### src/rtl/sfq_pkg.sv
package sfq_pkg;

  typedef enum logic [2:0] {
    PH_IDLE, PH_CMD, PH_ADDR, PH_DUMMY, PH_DATA, PH_FIN
  } phase_e;

  // lanes used by a mode code: 1, 2, 4, 8
  function automatic logic [3:0] lane_cnt(input logic [1:0] m);
    return 4'd1 << m;
  endfunction

  // index of the final beat in a byte
  function automatic logic [2:0] last_beat(input logic [1:0] m);
    return 3'((4'd8 >> m) - 4'd1);
  endfunction

  function automatic logic [7:0] lane_mask(input logic [1:0] m);
    return 8'((9'd1 << lane_cnt(m)) - 9'd1);
  endfunction

  // first byte bit carried by a beat
  function automatic int beat_base(input logic [1:0] m, input logic lsb,
                                   input logic [2:0] idx);
    int w;
    w = int'(lane_cnt(m));
    return lsb ? int'(idx) * w : 8 - (int'(idx) + 1) * w;
  endfunction

  function automatic logic [7:0] lane_pick(input logic [7:0] b, input logic [1:0] m,
                                           input logic lsb, input logic [2:0] idx);
    logic [7:0] r;
    int base;
    r = '0;
    base = beat_base(m, lsb, idx);
    for (int l = 0; l < 8; l++)
      if (l < int'(lane_cnt(m))) r[3'(l)] = b[3'(base + l)];
    return r;
  endfunction

  function automatic logic [7:0] lane_merge(input logic [7:0] cur, input logic [7:0] lanes,
                                            input logic [1:0] m, input logic lsb,
                                            input logic [2:0] idx);
    logic [7:0] r;
    int base;
    r = cur;
    base = beat_base(m, lsb, idx);
    for (int l = 0; l < 8; l++)
      if (l < int'(lane_cnt(m))) r[3'(base + l)] = lanes[3'(l)];
    return r;
  endfunction

  // address byte u of n, most significant byte first
  function automatic logic [7:0] addr_pick(input logic [31:0] a, input logic [2:0] n,
                                           input logic [1:0] u);
    logic [1:0] k;
    k = 2'(n - 3'd1 - {1'b0, u});
    return 8'(a >> {k, 3'b000});
  endfunction

endpackage

### src/rtl/sfq_fsm.sv
module sfq_fsm
  import sfq_pkg::*;
#(
  parameter int CS_W  = 2,
  parameter int CNT_W = 11,
  parameter int DMY_W = 8
) (
  input  logic             clk,
  input  logic             rst_n,
  input  logic             start_req,
  input  logic             stop_req,
  input  logic [CS_W-1:0]  cs_sel,
  input  logic [1:0]       op_mode,
  input  logic [2:0]       addr_len,
  input  logic [1:0]       addr_mode,
  input  logic [DMY_W-1:0] dummy_cycles,
  input  logic             data_en,
  input  logic [1:0]       data_mode,
  input  logic             size_valid,
  input  logic [CNT_W-1:0] size_m1,
  input  logic             data_hold,
  output phase_e           phase,
  output logic             sck,
  output logic [2:0]       idx,
  output logic [CNT_W-1:0] unit,
  output logic [CS_W-1:0]  cs_idx,
  output logic             active,
  output logic             done,
  output logic             rise_ev,
  output logic             fall_ev,
  output logic             byte_done_ev,
  output logic             start_ev
);

  phase_e           ph_q, after_dmy, after_addr;
  logic             sck_q, stop_q, done_q;
  logic [2:0]       idx_q;
  logic [CNT_W-1:0] unit_q;
  logic [DMY_W-1:0] dmy_q;
  logic [CS_W-1:0]  cs_q;
  logic [1:0]       cur_mode;
  logic             at_bound, open_stop, beat_last;

  always_comb begin
    case (ph_q)
      PH_CMD:  cur_mode = op_mode;
      PH_ADDR: cur_mode = addr_mode;
      PH_DATA: cur_mode = data_mode;
      default: cur_mode = 2'd0;
    endcase
  end

  assign active       = (ph_q == PH_CMD) || (ph_q == PH_ADDR) ||
                        (ph_q == PH_DUMMY) || (ph_q == PH_DATA);
  assign at_bound     = (ph_q == PH_DATA) && (idx_q == 3'd0) && !sck_q;
  assign open_stop    = at_bound && !size_valid && stop_q;
  assign rise_ev      = active && !sck_q && !open_stop && !(at_bound && data_hold);
  assign fall_ev      = active && sck_q;
  assign beat_last    = (idx_q == last_beat(cur_mode));
  assign byte_done_ev = fall_ev && (ph_q == PH_DATA) && beat_last;
  assign start_ev     = (ph_q == PH_IDLE) && start_req;
  assign after_dmy    = data_en ? PH_DATA : PH_FIN;
  assign after_addr   = (dummy_cycles != '0) ? PH_DUMMY : after_dmy;

  always_ff @(posedge clk or negedge rst_n) begin
    if (!rst_n) begin
      ph_q   <= PH_IDLE;
      sck_q  <= 1'b0;
      idx_q  <= '0;
      unit_q <= '0;
      dmy_q  <= '0;
      stop_q <= 1'b0;
      done_q <= 1'b0;
      cs_q   <= '0;
    end else begin
      if (stop_req && ph_q != PH_IDLE) stop_q <= 1'b1;
      case (ph_q)
        PH_IDLE: if (start_req) begin
          ph_q   <= PH_CMD;
          idx_q  <= '0;
          unit_q <= '0;
          dmy_q  <= '0;
          stop_q <= 1'b0;
          done_q <= 1'b0;
          cs_q   <= cs_sel;
        end
        PH_FIN: begin
          ph_q   <= PH_IDLE;
          done_q <= 1'b1;
        end
        default: begin
          if (open_stop) begin
            ph_q <= PH_FIN;
          end else if (rise_ev) begin
            sck_q <= 1'b1;
          end else if (fall_ev) begin
            sck_q <= 1'b0;
            if (ph_q == PH_DUMMY) begin
              if (dmy_q == dummy_cycles - DMY_W'(1)) begin
                ph_q  <= after_dmy;
                dmy_q <= '0;
              end else begin
                dmy_q <= dmy_q + DMY_W'(1);
              end
            end else if (beat_last) begin
              idx_q <= '0;
              case (ph_q)
                PH_CMD: begin
                  ph_q   <= (addr_len != 3'd0) ? PH_ADDR : after_addr;
                  unit_q <= '0;
                end
                PH_ADDR:
                  if (unit_q == CNT_W'(addr_len) - CNT_W'(1)) begin
                    ph_q   <= after_addr;
                    unit_q <= '0;
                  end else begin
                    unit_q <= unit_q + CNT_W'(1);
                  end
                default:
                  if (size_valid && unit_q == size_m1) ph_q <= PH_FIN;
                  else unit_q <= unit_q + CNT_W'(1);
              endcase
            end else begin
              idx_q <= idx_q + 3'd1;
            end
          end
        end
      endcase
    end
  end

  assign phase  = ph_q;
  assign sck    = sck_q;
  assign idx    = idx_q;
  assign unit   = unit_q;
  assign cs_idx = cs_q;
  assign done   = done_q;

  // completion follows the release of chip select by one clock
  a_r12_done_after_release: assert property (@(posedge clk) disable iff (!rst_n)
    $fell(active) |=> done);

  // an open-ended data phase never ends without a stop request
  a_r8_no_early_end: assert property (@(posedge clk) disable iff (!rst_n)
    (ph_q == PH_DATA && !size_valid && !stop_q && !stop_req) |=> ph_q != PH_FIN);

endmodule

### src/rtl/sfq_datapath.sv
module sfq_datapath
  import sfq_pkg::*;
#(
  parameter int CNT_W = 11
) (
  input  logic             clk,
  input  logic             rst_n,
  input  phase_e           phase,
  input  logic             sck,
  input  logic [2:0]       idx,
  input  logic [CNT_W-1:0] unit,
  input  logic             rise_ev,
  input  logic             fall_ev,
  input  logic             byte_done_ev,
  input  logic             start_ev,
  input  logic [7:0]       op_code,
  input  logic [1:0]       op_mode,
  input  logic             op_lsb,
  input  logic [31:0]      addr_val,
  input  logic [2:0]       addr_len,
  input  logic [1:0]       addr_mode,
  input  logic             addr_lsb,
  input  logic             data_en,
  input  logic             data_write,
  input  logic [1:0]       data_mode,
  input  logic             data_lsb,
  input  logic             sample_late,
  input  logic             wr_strobe,
  input  logic [7:0]       wr_data,
  input  logic             rd_strobe,
  input  logic [7:0]       io_in,
  output logic [7:0]       io_out,
  output logic [7:0]       io_oe,
  output logic             wr_ready,
  output logic [7:0]       rd_data,
  output logic             rd_ready,
  output logic             data_hold
);

  logic [7:0] wbuf_q, rx_q, rd_q, rx_next, cur_byte;
  logic       wfull_q, rrdy_q, busy, capture_ev;
  logic [1:0] cur_mode;
  logic       cur_lsb;

  always_comb begin
    cur_byte = 8'h00;
    cur_mode = 2'd0;
    cur_lsb  = 1'b0;
    io_oe    = 8'h00;
    case (phase)
      PH_CMD: begin
        cur_byte = op_code; cur_mode = op_mode; cur_lsb = op_lsb;
        io_oe    = lane_mask(op_mode);
      end
      PH_ADDR: begin
        cur_byte = addr_pick(addr_val, addr_len, unit[1:0]);
        cur_mode = addr_mode; cur_lsb = addr_lsb;
        io_oe    = lane_mask(addr_mode);
      end
      PH_DATA: begin
        cur_byte = wbuf_q; cur_mode = data_mode; cur_lsb = data_lsb;
        io_oe    = data_write ? lane_mask(data_mode) : 8'h00;
      end
      default: ;
    endcase
  end

  assign io_out     = (io_oe != 8'h00) ? lane_pick(cur_byte, cur_mode, cur_lsb, idx) : 8'h00;
  assign rx_next    = lane_merge(rx_q, io_in, data_mode, data_lsb, idx);
  assign capture_ev = (phase == PH_DATA) && !data_write && (sample_late ? fall_ev : rise_ev);
  assign busy       = (phase != PH_IDLE) && (phase != PH_FIN);
  assign wr_ready   = busy && data_en && data_write && !wfull_q;
  assign data_hold  = data_write ? !wfull_q : rrdy_q;
  assign rd_data    = rd_q;
  assign rd_ready   = rrdy_q;

  always_ff @(posedge clk or negedge rst_n) begin
    if (!rst_n) begin
      wbuf_q  <= '0;
      wfull_q <= 1'b0;
      rx_q    <= '0;
      rd_q    <= '0;
      rrdy_q  <= 1'b0;
    end else if (start_ev) begin
      wfull_q <= 1'b0;
      rrdy_q  <= 1'b0;
    end else begin
      if (wr_strobe && wr_ready) begin
        wbuf_q  <= wr_data;
        wfull_q <= 1'b1;
      end
      if (rd_strobe) rrdy_q <= 1'b0;
      if (capture_ev) rx_q <= rx_next;
      if (byte_done_ev) begin
        if (data_write) begin
          wfull_q <= 1'b0;
        end else begin
          rrdy_q <= 1'b1;
          rd_q   <= sample_late ? rx_next : rx_q;
        end
      end
    end
  end

  // no write beat starts while the buffer is empty
  a_r9_write_pause: assert property (@(posedge clk) disable iff (!rst_n)
    (phase == PH_DATA && data_write && !wfull_q) |-> !rise_ev);

  // no new read byte starts while the previous one is unread
  a_r10_read_pause: assert property (@(posedge clk) disable iff (!rst_n)
    (phase == PH_DATA && !data_write && rrdy_q && idx == 3'd0 && !sck) |-> !rise_ev);

  a_r9_wr_ready_clears: assert property (@(posedge clk) disable iff (!rst_n)
    (wr_strobe && wr_ready) |=> !wr_ready);

  a_r10_rd_ready_clears: assert property (@(posedge clk) disable iff (!rst_n)
    (rd_strobe && rd_ready) |=> !rd_ready);

endmodule

### src/rtl/sflash_seq.sv
module sflash_seq
  import sfq_pkg::*;
#(
  parameter int NUM_CS = 4,
  parameter int CNT_W  = 11,
  parameter int DMY_W  = 8,
  localparam int CS_W  = (NUM_CS > 1) ? $clog2(NUM_CS) : 1
) (
  input  logic             clk,
  input  logic             rst_n,
  input  logic             start_req,
  input  logic             stop_req,
  input  logic [CS_W-1:0]  cs_sel,
  input  logic [7:0]       op_code,
  input  logic [1:0]       op_mode,
  input  logic             op_lsb,
  input  logic [31:0]      addr_val,
  input  logic [2:0]       addr_len,
  input  logic [1:0]       addr_mode,
  input  logic             addr_lsb,
  input  logic [DMY_W-1:0] dummy_cycles,
  input  logic             data_en,
  input  logic             data_write,
  input  logic [1:0]       data_mode,
  input  logic             data_lsb,
  input  logic             size_valid,
  input  logic [CNT_W-1:0] size_m1,
  input  logic             sample_late,
  input  logic             wr_strobe,
  input  logic [7:0]       wr_data,
  output logic             wr_ready,
  input  logic             rd_strobe,
  output logic [7:0]       rd_data,
  output logic             rd_ready,
  output logic             xfer_done,
  output logic             sck,
  output logic [NUM_CS-1:0] cs_n,
  output logic [7:0]       io_out,
  output logic [7:0]       io_oe,
  input  logic [7:0]       io_in
);

  phase_e           phase;
  logic [2:0]       idx;
  logic [CNT_W-1:0] unit;
  logic [CS_W-1:0]  cs_idx;
  logic             active, rise_ev, fall_ev, byte_done_ev, start_ev, data_hold;

  sfq_fsm #(.CS_W(CS_W), .CNT_W(CNT_W), .DMY_W(DMY_W)) u_fsm (
    .clk(clk), .rst_n(rst_n), .start_req(start_req), .stop_req(stop_req),
    .cs_sel(cs_sel), .op_mode(op_mode), .addr_len(addr_len), .addr_mode(addr_mode),
    .dummy_cycles(dummy_cycles), .data_en(data_en), .data_mode(data_mode),
    .size_valid(size_valid), .size_m1(size_m1), .data_hold(data_hold),
    .phase(phase), .sck(sck), .idx(idx), .unit(unit), .cs_idx(cs_idx),
    .active(active), .done(xfer_done), .rise_ev(rise_ev), .fall_ev(fall_ev),
    .byte_done_ev(byte_done_ev), .start_ev(start_ev)
  );

  sfq_datapath #(.CNT_W(CNT_W)) u_dp (
    .clk(clk), .rst_n(rst_n), .phase(phase), .sck(sck), .idx(idx), .unit(unit),
    .rise_ev(rise_ev), .fall_ev(fall_ev), .byte_done_ev(byte_done_ev),
    .start_ev(start_ev), .op_code(op_code), .op_mode(op_mode), .op_lsb(op_lsb),
    .addr_val(addr_val), .addr_len(addr_len), .addr_mode(addr_mode),
    .addr_lsb(addr_lsb), .data_en(data_en), .data_write(data_write),
    .data_mode(data_mode), .data_lsb(data_lsb), .sample_late(sample_late),
    .wr_strobe(wr_strobe), .wr_data(wr_data), .rd_strobe(rd_strobe),
    .io_in(io_in), .io_out(io_out), .io_oe(io_oe), .wr_ready(wr_ready),
    .rd_data(rd_data), .rd_ready(rd_ready), .data_hold(data_hold)
  );

  for (genvar g = 0; g < NUM_CS; g++) begin : g_cs
    assign cs_n[g] = !(active && cs_idx == CS_W'(g));
  end

  // at most one target selected, and the clock moves only inside a selection
  a_r2_cs_onehot: assert property (@(posedge clk) disable iff (!rst_n)
    $onehot0(~cs_n));

  a_r2_sck_in_cs: assert property (@(posedge clk) disable iff (!rst_n)
    sck |-> !(&cs_n));

  // the selected target holds for the whole transaction
  a_r2_cs_stable: assert property (@(posedge clk) disable iff (!rst_n)
    (!(&cs_n) && !$isunknown($past(cs_n)) && !(&$past(cs_n))) |-> $stable(cs_n));

endmodule

### config.mk
export PLATFORM = sky130hd
export DESIGN_NAME = sflash_seq
export DESIGN_NICKNAME = d
export VERILOG_FILES = /design/src/rtl/sfq_pkg.sv /design/src/rtl/sfq_fsm.sv /design/src/rtl/sfq_datapath.sv /design/src/rtl/sflash_seq.sv
export SDC_FILE = /design/constraint.sdc
export NUM_CORES = 1
export LEC_CHECK = 0
export ABC_AREA = 0
export BUFFER_PORTS_ARGS = -buffer_cell sky130_fd_sc_hd__buf_2
export CAP_MARGIN = 20
export CORE_MARGIN = 5
export CORE_UTILIZATION = 40
export CTS_CLUSTER_SIZE = 8
export DETAILED_ROUTE_END_ITERATION = 12
export GPL_ROUTABILITY_DRIVEN = 0
export PLACE_DENSITY = 0.69
export SYNTH_ARGS = -nofsm -noshare
export SYNTH_HDL_FRONTEND = slang
export SYNTH_SLANG_ARGS = --single-unit
### constraint.sdc
create_clock -name clk -period 10 [get_ports clk]
set_clock_uncertainty 0.2 [all_clocks]
set_input_delay 2.5 -clock clk [delete_from_list [all_inputs] [get_ports clk]]
set_output_delay 2.5 -clock clk [all_outputs]
set_load 0.01 [all_outputs]
==> summary.txt <==
Power
  • Psw: 815 µW
  • Static Leakage: 3.04 nW
  • Pwr per Cell Area: 249 nW/µm²
  • P_int: 872 µW
  • Combinational share of power: 68.8%
  • Switching Fraction: 48.3%
  • Clock power frac: 11.1%
  • Max IR drop VDD: 0.131 mV
  • Reg power frac: 20.1%

Finish
  • Most common cell after layout, fill and taps aside: buf_2
  • Commonest non-fill, non-tap cells in the layout: 122 x buf_2, 59 x nand2_1, 56 x dfrtp_1, 54 x nor2_1, 52 x o21ai_0
  • Area of the multi-input gates: 4190 µm²
  • Design area: 6780 µm²
  • Core Util, Final: 46.4%
  • NumNets Final: 967
  • Share of cells above drive strength 1: 19.2%
  • Synth-to-Final Area Change: 13.5%
  • # fillers: 1,429
  • Register area: 1400 µm²

Clock tree
  • Num CTS Buffers: 5
  • Max Root-Sink Buffers: 2
  • Postcts setup bufs: 0
  • Root Driver: clkbuf_16
  • Clk Latency, worst-skew pair: 0.31 ns
  • TritonCTS clock tree: yes
  • Clock slew at reported path FFs: 0.08 ns
  • Clock sink count: 56
  • CTS Hold Bufs: 0
  • Post-CTS Resized: 0
  • H-tree depth: 2

Synth
  • Synth Cell Area: 5970 µm²
  • Distinct cells, synth: 74
  • Post-Synthesis Cells: 759
  • Synthesized flop and latch total: 56
  • Syn. warnings: 0
  • Number of synthesized flops with an enable pin: 0
  • Largest cells by area after synthesis: dfrtp_1 23%, mux2i_1 7.0%, ha_1 5.4%
  • Ys async rst share: 100%
  • Share of the synthesized area in the top cell type: 23.5%
  • Mean post-synth cell area: 7.87 µm²
  • Register area share after synthesis: 23.5%
  • Yosys top cell by area: dfrtp_1
  • Commonest register cell after synthesis: dfrtp_1

STA
  • Slew margin rel.: 31.8%
  • Final period util: 89.7%
  • Max Slew Vio Count: 0
  • Final setup violation count: 0
  • Fin worst setup slack: 1.03 ns
  • Final hold slack: 0.306 ns
  • Final min period: 8.97 ns
  • Slew @ Worst Pin: 1.02 ns
  • Final hold viol count: 0
  • Setup TNS: 0 ns
  • RSZ-0062 raised after global routing: false
  • Max Freq: 0.112 GHz

Detailed routing
  • DRT Pass-1 Iters: 5
  • Total number of vias: 5,894
  • Initial DRC count: 349
  • Routed vias/inst: 5.73
  • WL/cell: 16.1 µm
  • DRC viols: 0
  • Post-Route WL: 16.6 mm
  • Antenna violation net count after detailed routing: 0

Place
  • Placed Area: 6630 µm²
  • Final HPWL DP: 12.7 mm
  • PortBufs: 122
  • DP Worst Slack: 1.03 ns

Floorplan
  • Die width: 132 µm
  • Floorplan row count: 44
  • Die height: 132 µm
  • I/O pin total: 131
  • Core area: 14,600 µm²
  • Starting Density: 40.9%
  • Die area: 17,500 µm²

GRT
  • First-pass GRT wire length: 27.3 mm
  • Vias in the first global route: 5,611
  • Largest net degree at the start of global routing: 57
  • Initial antenna violation count: 0
  • Global Route Usage Sum: 18.2%
  • GR Overflow Total: 0

Worst setup path
  • Crit Path Class: primary input to output pin
  • Critical-path top delay cell: mux4_1
  • CP Launch Type: primary input
  • Crit-path max cell delay: 0.57 ns
  • Crit path capture type: output pin
  • Crit path DAT: 6.27 ns
  • CP max FO: 11
  • Worst path required time: 7.30 ns
  • CP most frequent cell: ha_1
  • Worst-path cell chain: buf_2 > nor4bb_1 > or3_1 > nor3_1 > ha_1 > inv_1 > ha_1 > mux2i_1 > ha_1 > or3_1 > mux2i_1 > nor4_2 > mux4_1 > and2_1 > buf_2

Worst hold path
  • Hold Path Class: flop to flop

Run
  • Max-cap violation count: 0

Run status
  • Outcome: completed
power groups by stage:
stage	Clock [mW]	Combinational (mW)	Sequential [mW]
6_report	0.187	1.16	0.339
5_1_grt	0.200	1.29	0.349
4_1_cts	0.191	1.16	0.338
3_5_place_dp	0	1.15	0.342
3_3_place_gp	0	1.14	0.340
2_1_floorplan	0	0.939	0.301
Yosys cell counts (4+ instances only):
| master | n |
|---|---|
| mux2_2 | 14 |
| a22o_1 | 4 |
| or4_1 | 5 |
| a21o_1 | 6 |
| a211oi_1 | 5 |
| nand3b_1 | 8 |
| nor2_1 | 54 |
| nand2b_1 | 18 |
| o31ai_1 | 14 |
| o21a_1 | 8 |
| nand2_1 | 59 |
| a32oi_1 | 6 |
| nand4_1 | 10 |
| xor2_1 | 7 |
| or3_1 | 22 |
| mux2i_1 | 42 |
| nand3_1 | 28 |
| inv_1 | 35 |
| dfrtp_1 | 56 |
| nor3b_1 | 8 |
| o21ai_0 | 52 |
| buf_2 | 5 |
| a22oi_1 | 9 |
| buf_4 | 7 |
| a21oi_1 | 17 |
| o211ai_1 | 6 |
| clkbuf_1 | 39 |
| nor3_1 | 22 |
| o32a_1 | 5 |
| a221oi_1 | 7 |
| ha_1 | 26 |
| o21ai_1 | 16 |
| xnor2_1 | 26 |
| nor4_1 | 8 |
| buf_1 | 4 |
| a31oi_1 | 8 |
| nor2b_1 | 14 |
| and2_1 | 5 |
| and3_1 | 17 |
sequential cells by signal, indices dropped and copies added (netlist names):
signal / flops
u_dp.rd_data: 8
u_dp.rd_ready: 1
u_dp.rx_q: 8
u_dp.wbuf_q: 8
u_dp.wfull_q: 1
u_fsm.cs_idx: 2
u_fsm.dmy_q: 8
u_fsm.done: 1
u_fsm.idx: 3
u_fsm.phase: 3
u_fsm.sck: 1
u_fsm.stop_q: 1
u_fsm.unit: 11
metrics by stage:
step | std cells | power (mW)
after floorplan | 762 | 1.24
after global placement | 1019 | 1.48
after detailed placement | 1019 | 1.49
after CTS | 1027 | 1.69
after global routing | 1027 | 1.84
final | 1028 | 1.69
kinds of logic after synthesis:
family | count (synthesis) | share of synthesized area [%]
mux | 59 | 10.7
compound gates | 193 | 22.1
xor+xnor | 33 | 4.84
other cells | 1 | 0.0628
flops | 56 | 23.5
fa+ha+maj | 26 | 5.45
buf+inv | 94 | 6.58
simple gates | 297 | 26.8
cell type report:
class / instances / share of cell area (%)
multi-input cells: 612 / 61.8
repair buffers: 129 / 9.79
inverters: 38 / 2.11
flip-flops and latches: 56 / 20.7
well taps: 184 / 3.40
diodes: 1 / 0.0369
clock buffers: 5 / 1.85
clock inverters: 3 / 0.332
worst max-delay path: cells and delay by family:
family / cells / cell delay [ns]
buffers and inverters: 3 / 0.38
muxes: 3 / 0.99
and+or+nand+nor: 6 / 1.50
adders and majority gates: 3 / 0.88
final timing paths:
check                                start               to  slack [ns]  cells after the start
min in group asynchronous            rst_n  u_dp.rd_data[2]        2.12                      2
hold / removal             u_dp.rd_data[5]  u_dp.rd_data[5]        0.31                      1
hold reg to reg            u_dp.rd_data[5]  u_dp.rd_data[5]        0.31                      1
max in group asynchronous            rst_n   u_dp.wbuf_q[5]        6.98                      2
setup reg to reg              u_fsm.idx[0]     u_dp.rx_q[1]        4.93                     17
setup / recovery              data_mode[1]        io_out[3]        1.03                     15
routing by layer:
metal  wire, µm  part of all wire [%]  GRT usage [%]  vias to the layer above
li1           -                     -              -                     2947
met1       7680                    46           24.6                     2757
met2       7590                    46           29.4                      172
met3       1070                   6.5           4.81                       18
met4        242                   1.5           3.62                        0
met5          0                     0              0                        -
No activity file was read; power rests on OpenSTA's default activity.
